===== src/rtl/vbs_pkg.sv =====
package vbs_pkg;

    typedef enum logic [2:0] {
        S_IDLE,
        S_WRITE,
        S_SETTLE,
        S_SAMPLE,
        S_DONE
    } seek_state_t;

    localparam int          DIV_W     = 2;
    localparam logic [2:0]  IND_LOW   = 3'b000;
    localparam logic [2:0]  IND_HIGH  = 3'b111;

endpackage


===== src/rtl/vbs_index_map.sv =====
// Maps between the linear search position and the VCO / sub-band fields.
module vbs_index_map #(
    parameter int VCO_W   = 2,
    parameter int SUB_W   = 3,
    parameter int NUM_VCO = 3,
    parameter int IDX_W   = 5
) (
    input  logic [IDX_W-1:0] idx,
    input  logic [VCO_W-1:0] guess_vco,
    input  logic [SUB_W-1:0] guess_sub,
    output logic [VCO_W-1:0] vco_sel,
    output logic [SUB_W-1:0] sub_sel,
    output logic [IDX_W-1:0] guess_idx
);
    localparam int HI_W = IDX_W - SUB_W;
    localparam logic [IDX_W-1:0] TOP_IDX = IDX_W'((NUM_VCO << SUB_W) - 1);

    logic [VCO_W-1:0] vco_ofs;
    logic [IDX_W-1:0] raw_idx;

    // VCO select is one above the upper position bits: never 00.
    assign vco_sel = VCO_W'(idx[IDX_W-1:SUB_W]) + VCO_W'(1);
    assign sub_sel = idx[SUB_W-1:0];

    always_comb begin
        vco_ofs   = (guess_vco == '0) ? '0 : guess_vco - VCO_W'(1);
        raw_idx   = {HI_W'(vco_ofs), guess_sub};
        guess_idx = (raw_idx > TOP_IDX) ? TOP_IDX : raw_idx;
    end

endmodule


===== src/rtl/vbs_settle_timer.sv =====
// Down-counter that sets the settle wait after each register write.
module vbs_settle_timer #(
    parameter int W = 8
) (
    input  logic         clk,
    input  logic         rst_n,
    input  logic         load,
    input  logic [W-1:0] load_val,
    input  logic         run,
    output logic         expired
);
    logic [W-1:0] cnt;

    always_ff @(posedge clk or negedge rst_n) begin
        if (!rst_n)
            cnt <= '0;
        else if (load)
            cnt <= load_val;
        else if (run && cnt != '0)
            cnt <= cnt - W'(1);
    end

    assign expired = (cnt == '0);

    // a running timer drains one count per cycle
    p_timer_drain_r3: assert property (@(posedge clk) disable iff (!rst_n)
        (run && !load && cnt != '0) |=> (cnt == $past(cnt) - W'(1)));

endmodule


===== src/rtl/vbs_seeker.sv =====
module vbs_seeker
    import vbs_pkg::*;
#(
    parameter int VCO_W    = 2,
    parameter int SUB_W    = 3,
    parameter int NUM_VCO  = 3,
    parameter int SETTLE_W = 8
) (
    input  logic                      clk,
    input  logic                      rst_n,
    input  logic                      start,
    input  logic [VCO_W-1:0]          init_vco,
    input  logic [SUB_W-1:0]          init_sub,
    input  logic [1:0]                div_sel,
    input  logic [SETTLE_W-1:0]       settle_cycles,
    input  logic [2:0]                tune_ind,
    output logic                      reg_wr,
    output logic                      ind_rd,
    output logic [VCO_W+SUB_W+2:0]    reg_val,
    output logic                      done,
    output logic                      locked,
    output logic                      fail
);
    localparam int NUM_POS = NUM_VCO << SUB_W;
    localparam int IDX_W   = $clog2(NUM_POS);
    localparam logic [IDX_W-1:0] TOP_IDX = IDX_W'(NUM_POS - 1);

    seek_state_t st, st_nx;

    logic [IDX_W-1:0]    idx_q, guess_idx;
    logic [DIV_W-1:0]    div_q;
    logic [SETTLE_W-1:0] settle_q;
    logic                seen_up, seen_dn, locked_q, fail_q;
    logic [VCO_W-1:0]    vco_sel;
    logic [SUB_W-1:0]    sub_sel;
    logic                tmr_expired;
    logic                go, want_dn, want_up, dead_dn, dead_up;

    vbs_index_map #(
        .VCO_W(VCO_W), .SUB_W(SUB_W), .NUM_VCO(NUM_VCO), .IDX_W(IDX_W)
    ) u_map (
        .idx       (idx_q),
        .guess_vco (init_vco),
        .guess_sub (init_sub),
        .vco_sel   (vco_sel),
        .sub_sel   (sub_sel),
        .guess_idx (guess_idx)
    );

    vbs_settle_timer #(.W(SETTLE_W)) u_tmr (
        .clk      (clk),
        .rst_n    (rst_n),
        .load     (st == S_WRITE),
        .load_val (settle_q),
        .run      (st == S_SETTLE),
        .expired  (tmr_expired)
    );

    assign go      = start && (st == S_IDLE || st == S_DONE);
    assign want_dn = (tune_ind == IND_LOW);
    assign want_up = (tune_ind == IND_HIGH);
    assign dead_dn = want_dn && (idx_q == '0 || seen_up);
    assign dead_up = want_up && (idx_q == TOP_IDX || seen_dn);

    // State register
    always_ff @(posedge clk or negedge rst_n) begin
        if (!rst_n) st <= S_IDLE;
        else        st <= st_nx;
    end

    // Transitions
    always_comb begin
        st_nx = st;
        unique case (st)
            S_IDLE:   if (go) st_nx = S_WRITE;
            S_WRITE:  st_nx = S_SETTLE;
            S_SETTLE: if (tmr_expired) st_nx = S_SAMPLE;
            S_SAMPLE: begin
                if (want_dn)      st_nx = dead_dn ? S_DONE : S_WRITE;
                else if (want_up) st_nx = dead_up ? S_DONE : S_WRITE;
                else              st_nx = S_DONE;
            end
            S_DONE:   if (go) st_nx = S_WRITE;
            default:  st_nx = S_IDLE;
        endcase
    end

    // Search datapath
    always_ff @(posedge clk or negedge rst_n) begin
        if (!rst_n) begin
            idx_q    <= '0;
            div_q    <= '0;
            settle_q <= '0;
            seen_up  <= 1'b0;
            seen_dn  <= 1'b0;
            locked_q <= 1'b0;
            fail_q   <= 1'b0;
        end else if (go) begin
            idx_q    <= guess_idx;
            div_q    <= div_sel;
            settle_q <= settle_cycles;
            seen_up  <= 1'b0;
            seen_dn  <= 1'b0;
            locked_q <= 1'b0;
            fail_q   <= 1'b0;
        end else if (st == S_SAMPLE) begin
            if (want_dn) begin
                if (dead_dn) fail_q <= 1'b1;
                else begin
                    idx_q   <= idx_q - IDX_W'(1);
                    seen_dn <= 1'b1;
                end
            end else if (want_up) begin
                if (dead_up) fail_q <= 1'b1;
                else begin
                    idx_q   <= idx_q + IDX_W'(1);
                    seen_up <= 1'b1;
                end
            end else begin
                locked_q <= 1'b1;
            end
        end
    end

    // Outputs
    always_comb begin
        reg_wr  = (st == S_WRITE);
        ind_rd  = (st == S_SAMPLE);
        done    = (st == S_DONE);
        locked  = locked_q;
        fail    = fail_q;
        reg_val = {vco_sel, sub_sel, 1'b1, div_q};
    end

    // ---------------- checks ----------------
    logic [SETTLE_W:0] since_wr;
    always_ff @(posedge clk or negedge rst_n) begin
        if (!rst_n)                since_wr <= '1;
        else if (reg_wr)           since_wr <= '0;
        else if (since_wr != '1)   since_wr <= since_wr + (SETTLE_W+1)'(1);
    end

    p_vco_live_r2: assert property (@(posedge clk) disable iff (!rst_n)
        (reg_val[VCO_W+SUB_W+2:SUB_W+3] != '0) && reg_val[2]);

    p_settle_gap_r3: assert property (@(posedge clk) disable iff (!rst_n)
        ind_rd |-> (since_wr == {1'b0, settle_q} + (SETTLE_W+1)'(1)));

    p_lock_stop_r4: assert property (@(posedge clk) disable iff (!rst_n)
        (ind_rd && !want_dn && !want_up) |=> (done && locked && !reg_wr));

    p_step_one_r5: assert property (@(posedge clk) disable iff (!rst_n)
        (ind_rd && st_nx == S_WRITE) |=>
            (idx_q == $past(idx_q) + IDX_W'(1) || idx_q == $past(idx_q) - IDX_W'(1)));

    p_done_hold_r8: assert property (@(posedge clk) disable iff (!rst_n)
        (done && !start) |=> (done && $stable(reg_val) && $stable(locked) && $stable(fail)));

    p_flags_excl_r10: assert property (@(posedge clk) disable iff (!rst_n)
        !(locked && fail));

endmodule


===== config.mk =====
export PLATFORM = sky130hd
export DESIGN_NAME = vbs_seeker
export DESIGN_NICKNAME = d
export VERILOG_FILES = /design/src/rtl/vbs_pkg.sv /design/src/rtl/vbs_index_map.sv /design/src/rtl/vbs_settle_timer.sv /design/src/rtl/vbs_seeker.sv
export SDC_FILE = /design/constraint.sdc
export NUM_CORES = 1
export LEC_CHECK = 0
export BUFFER_PORTS_ARGS = -buffer_cell sky130_fd_sc_hd__clkbuf_2
export CORE_ASPECT_RATIO = 0.8
export CORE_MARGIN = 2
export CORE_UTILIZATION = 54
export CTS_BUF_LIST = sky130_fd_sc_hd__clkbuf_16
export DETAILED_ROUTE_END_ITERATION = 8
export PLACE_DENSITY_LB_ADDON = 0.15
export SKIP_CTS_REPAIR_TIMING = 1
export SYNTH_ARGS = -nofsm -noshare
export SYNTH_HDL_FRONTEND = slang
export SYNTH_SLANG_ARGS = --single-unit

===== constraint.sdc =====
create_clock -name clk -period 2.1 [get_ports clk]
set_input_delay 0.525 -clock clk [delete_from_list [all_inputs] [get_ports clk]]
set_output_delay 0.525 -clock clk [all_outputs]
set_load 0.01 [all_outputs]

==> impl_results.md, run 1 <==
- Status: finished clean
- Number of synthesized flops with an enable pin: 0
- Pwr per Cell Area: 1610 nW/um2
- Area contributors post-synth: dfrtp_1 45%, mux2_2 6.7%, nor2_1 3.6%
- Largest net degree at the start of global routing: 31
- First-pass GRT wire length: 6.01 mm
- Synth area leader: dfrtp_1
- CTS Sinks: 30
- Sequential cell fraction of total power: 0.314
- Vias: 1345
- Worst vdd ir: 926 uV
- Number of global-route vias before repair: 1257
- DR vias/cell: 5.47
- Net Sw Frac: 0.351
- MaxCap Viol Count: 0
- Filler Cells Inserted: 208
- Initial Util: 0.556
- Final period util: 0.966
- Tightest Pin Transition: 0.742 ns
- Worst slew margin: 0.505
- Post-synth cell types: 49
- Die H: 53.8 um
- CP arrival: 1.50 ns
- Synth top cells by count: 30 x dfrtp_1, 16 x nor2_1, 10 x mux2_2
- CTS tree: done
- DRT Wirelength: 3.76 mm
- Total number of yosys warnings: 0
- Logic pwr share: 0.428
- CP Launch Type: flop
- Fin cells: 246
- Antenna diode count: 0
- FP Rows: 18
- Initial DRC Count: 72
- Setup crit end kind: primary output
- Max Fclk: 493 MHz
- Final worst path period need: 2.03 ns
- Seq cells post-synth: 30
- Slew Limit Fails: 0
- Final setup fails: 0
- Area grow syn2layout: 31.7%
- Area share of the largest cell type after synthesis: 0.448
- Top_reg_cell synth: dfrtp_1
- Critical R2R Capture: idx_q[4]
- Die Wd: 66.3 um
- Ys async rst share: 1.00
- Clock skew: 0.00441 ns
- DIE AREA: 3570 um2
- Final Hold Vio Count: 0
- Clk Latency, worst-skew pair: 0.27 ns
- Max FO, Critical Path: 8
- Final core occ: 0.732
- First drt pass iteration count: 4
- Dominant cell by count in the synthesized netlist: dfrtp_1
- GP Congestion: 0.883
- CTS Root Cell: clkbuf_16
- CTS Buf Count: 5
- Inst Count DP: 236
- Wirelength per Cell: 15.3 um
- Clk slew on worst S/H paths: 0.05 ns
- LEAKAGE: 1.00 nW
- RSZ-0062 raised after global routing: false
- DP Wirelength: 2.57 mm
- Post-Syn Nets: 185
- Max H-tree Level: 2
- Post-route ant nets: 0
- R2R Setup Slk: 0.11 ns
- Post-layout nets: 231
- Post-synthesis area per instance: 10.5 um2
- Global-route total usage across every layer: 0.230
- Core area: 3020 um2
- Sequential fraction of the synthesis area: 0.448
- Clock Path Buffers: 2
- Num ports: 34
- Port buffer count: 32
- Initial antenna violation count: 0
- Remaining Overflow, GRT: 0
- Post-synthesis cell count: 159
- Clock power frac: 0.259
- Mapped Area: 1680 um2
- Internal power: 2.31 mW
- Worst min path class: in -> async
- Critical path required time: 1.57 ns
- Net load switching power: 1.25 mW
- Worst Path Class, Setup: reg -> out
- R2R cell count: 7
- Source of the worst register-to-register timing path: idx_q[0]
- DRC: 0
- Layout cells sized above 1: 0.403
==> cells in the final DEF, fill, tap and decap left out, drive strengths merged, types with 3 or more instances in the layout <==
master | synthesis | final
o21ai | 10 | 10
nand2 | 7 | 7
dfrtp | 30 | 30
xnor2 | 6 | 6
a21oi | 9 | 9
buf | 8 | 17
a221o | 3 | 3
nor3 | 3 | 3
nand3b | 3 | 3
ha | 4 | 4
clkbuf | 2 | 37
mux2 | 10 | 10
nand3 | 3 | 3
nor3b | 6 | 6
inv | 9 | 9
nor2 | 16 | 16
==> worst max-delay path by stage <==
stage / depth (start not counted) / start / slack [ns] / to
2_1_floorplan: 8 / tune_ind[2] / -0.008 / idx_q[4]
3_3_place_gp: 9 / tune_ind[2] / -0.08 / idx_q[4]
3_5_place_dp: 9 / tune_ind[2] / -0.19 / idx_q[4]
4_1_cts: 8 / u_tmr.cnt[0] / -0.02 / u_tmr.cnt[4]
5_1_grt: 3 / st[0] / 0.00001 / ind_rd
6_report: 3 / st[1] / 0.07 / ind_rd
==> area by class of cell <==
class	count	area, um2	share of cell area
Timing Repair Buffer	49	304	0.138
Clock inverter	3	63.8	0.0289
Tap cell	40	50.0	0.0227
Multi-Input combinational cell	109	872	0.395
Inverter	10	42.5	0.0193
Clock buffer	5	125	0.0567
Sequential cell	30	751	0.340
==> flip-flops by register name, indices dropped and copies added (netlist names) <==
name and count:
u_tmr.cnt 8, seen_up 1, locked 1, settle_q 8
st 3, seen_dn 1, idx_q 5, fail 1
div_q 2
==> cells by family (layout without fill, tap and decap cells) <==
| kind of cell | Yosys count | count (layout) | synth area share |
|---|---|---|---|
| AO/OA/AOI/OAI | 38 | 38 | 0.179 |
| XOR/XNOR | 8 | 8 | 0.0418 |
| adder cells (fa/ha/maj) | 5 | 5 | 0.0418 |
| buffers and inverters | 20 | 67 | 0.0590 |
| flip-flops | 30 | 30 | 0.448 |
| multiplexers | 11 | 11 | 0.0731 |
| other | 1 | 1 | 0.00224 |
| AND/OR/NAND/NOR | 46 | 46 | 0.155 |
==> power groups by stage <==
stage          Clock (mW)  Combinational (mW)  Sequential (mW)
2_1_floorplan           0                1.03             1.04
3_3_place_gp            0                1.33             1.09
3_5_place_dp            0                1.38             1.11
4_1_cts             0.932                1.40             1.11
5_1_grt             0.959                1.68             1.15
6_report            0.921                1.52             1.12
==> per-layer routing <==
layer,vias up,track usage,wire [um]
li1,656,-,-
met1,655,0.311,1750
met2,32,0.380,1830
met3,2,0.0502,155
met4,0,0.0612,22
met5,-,0,0
==> metrics by stage <==
stage	cell area, um2	setup WS, ns	power, mW	hold WS, ns	setup TNS [ns]
global placement	1960	-0.0850	2.42	0.463	-0.0850
floorplan	1700	-0.00809	2.07	0.229	-0.00809
detailed placement	1960	-0.188	2.49	0.474	-0.188
CTS	2150	-0.0247	3.44	0.335	-0.0247
finish	2210	0.0705	3.56	0.308	0
global route	2210	0.0000125	3.79	0.369	0
==> worst max-delay path: stages, from the launching register on <==
cell and delay, ns:
dfrtp_1 0.52, nand3b_1 0.33, inv_1 0.22, clkbuf_2 0.16
Note: power is estimated with default switching activity, not from simulation.
==> inputs of run 2 (changes only) <==
--- a/config.mk
+++ b/config.mk
@@ -9,7 +9,8 @@
 export CORE_ASPECT_RATIO = 0.8
 export CORE_MARGIN = 2
 export CORE_UTILIZATION = 54
-export CTS_BUF_LIST = sky130_fd_sc_hd__clkbuf_16
+export CTS_BUF_LIST = sky130_fd_sc_hd__clkbuf_4 sky130_fd_sc_hd__clkbuf_8 sky130_fd_sc_hd__clkbuf_16
+export CTS_CLUSTER_DIAMETER = 50
 export DETAILED_ROUTE_END_ITERATION = 8
 export PLACE_DENSITY_LB_ADDON = 0.15
 export SKIP_CTS_REPAIR_TIMING = 1
==> impl_results.md, run 2 (same netlist as run 1, synthesis figures left out) <==
- Status: finished clean
- R2R Setup Slk: 0.10 ns
- R2R cell count: 9
- Final Instance Area: 2160 um2
- Num ports: 34
- CP cell instances: inv_1 -> ha_1 -> or3b_4 -> o31ai_4 -> buf_6 -> buf_4 -> nor2_1 -> o21ai_1 -> o211ai_1
- Number of global-route vias before repair: 1257
- CTS Buf Count: 5
- Antenna diode count: 0
- CP Launch Type: flop
- Largest regs: settle_q x8, u_tmr.cnt x8, idx_q x5
- CTS tree: done
- Max FO, Critical Path: 5
- Tightest Pin Transition: 0.738 ns
- Clk Latency, worst-skew pair: 0.28 ns
- Remaining Overflow, GRT: 0
- Initial Util: 0.556
- Worst min path class: in -> async
- Max Fclk: 501 MHz
- Layout cells sized above 1: 0.416
- Wirelength per Cell: 14.8 um
- DP Wirelength: 2.57 mm
- Worst slew margin: 0.508
- Post-route ant nets: 0
- Die H: 53.8 um
- Final Hold Vio Count: 0
- Worst Path Class, Setup: reg -> reg
- First drt pass iteration count: 4
- FP Rows: 18
- DRT Wirelength: 3.68 mm
- Setup crit end kind: flop
- Port buffer count: 32
- Initial DRC Count: 57
- Slew Limit Fails: 0
- Final core occ: 0.717
- Vias: 1368
- Critical R2R Capture: u_tmr.cnt[3]
- Post-layout nets: 234
- First-pass GRT wire length: 5.91 mm
- RSZ-0062 raised after global routing: true
- LEAKAGE: 0.991 nW
- Most common cell after layout, fill and taps aside: clkbuf_2
- Clk slew on worst S/H paths: 0.07 ns
- Area grow syn2layout: 29.0%
- CTS Sinks: 30
- Most frequent cells in the layout: 32 x clkbuf_2, 30 x dfrtp_1, 18 x buf_4, 16 x nor2_1, 10 x mux2_2
- Largest net degree at the start of global routing: 31
- DR vias/cell: 5.49
- Max H-tree Level: 2
- DRC: 0
- Source of the worst register-to-register timing path: u_tmr.cnt[0]
- DIE AREA: 3570 um2
- Initial antenna violation count: 0
- Final setup fails: 0
- Worst vdd ir: 845 uV
- Clock skew: 0.00534 ns
- Global-route total usage across every layer: 0.229
- Clock Path Buffers: 2
- Die Wd: 66.3 um
- Placed instance area: 1960 um2
- Critical path required time: 2.26 ns
- Final worst path period need: 2.00 ns
- Core area: 3020 um2
- CTS Root Cell: clkbuf_8
- Crit path max-delay cell type: or3b_4
- MaxCap Viol Count: 0
- Worst Setup EP: u_tmr.cnt[3]
- Setup crit start: u_tmr.cnt[0]
- CP arrival: 2.16 ns
- Final period util: 0.951
- Slowest stage delay, CP: 0.43 ns
- Setup TNS: 0 ns
- GP Congestion: 0.883
- Total power: 3.36 mW
- Pwr per Cell Area: 1550 nW/um2
-- run 2: changes by cell type in the layout (fill, tap and decap cells not counted), sizes merged --
cell    before  now
buf         17   20
clkbuf      37   38
clkinv       2    1
-- run 2: layout make-up --
class                           instances  area (um2)
Clock buffer                            6        82.6
Clock inverter                          2        60.1
Fill cell                             217         855
Inverter                               10        42.5
Multi-Input combinational cell        109         866
Sequential cell                        30         751
Tap cell                               40        50.0
Timing Repair Buffer                   52         312
-- run 2: how the worst min path moves through the flow --
stage	slack (ns)	cells after the start	end	start
floorplan	0.23	0	div_q[0]	rst_n
global placement	0.46	2	u_tmr.cnt[5]	settle_q[5]
detailed placement	0.47	2	u_tmr.cnt[5]	settle_q[5]
CTS	0.32	1	u_tmr.cnt[5]	rst_n
global route	0.35	1	u_tmr.cnt[2]	rst_n
finish	0.30	1	u_tmr.cnt[5]	rst_n
-- run 2: through the flow --
| step | hold WS (ns) | std cells | worst slack [ns] |
|---|---|---|---|
| 3_3_place_gp | 0.463 | 236 | -0.0850 |
| 2_1_floorplan | 0.229 | 159 | -0.00809 |
| 5_1_grt | 0.354 | 249 | -0.0265 |
| 4_1_cts | 0.319 | 244 | 0.000485 |
| 3_5_place_dp | 0.474 | 236 | -0.188 |
| 6_report | 0.298 | 249 | 0.103 |
-- run 2: layer usage --
metal,GRT usage,up-vias,part of all wire
li1,-,659,-
met1,0.302,669,0.45
met2,0.372,40,0.49
met3,0.0816,0,0.055
met4,0.0408,0,0
met5,0,-,0
-- run 2: power breakdown --
part	internal (mW)	total [mW]	switching, mW
logic	0.791	1.52	0.732
registers	0.846	1.11	0.266
clock network	0.506	0.724	0.218
total	2.14	3.36	1.22
-- run 2: worst max-delay path: cells and delay by family, from the launching register on --
kind                     cells  cell delay (ns)
AO/OA/AOI/OAI                3             0.46
flip-flops                   1             0.41
buffers and inverters        3             0.34
AND/OR/NAND/NOR              2             0.47
adder cells (fa/ha/maj)      1             0.21
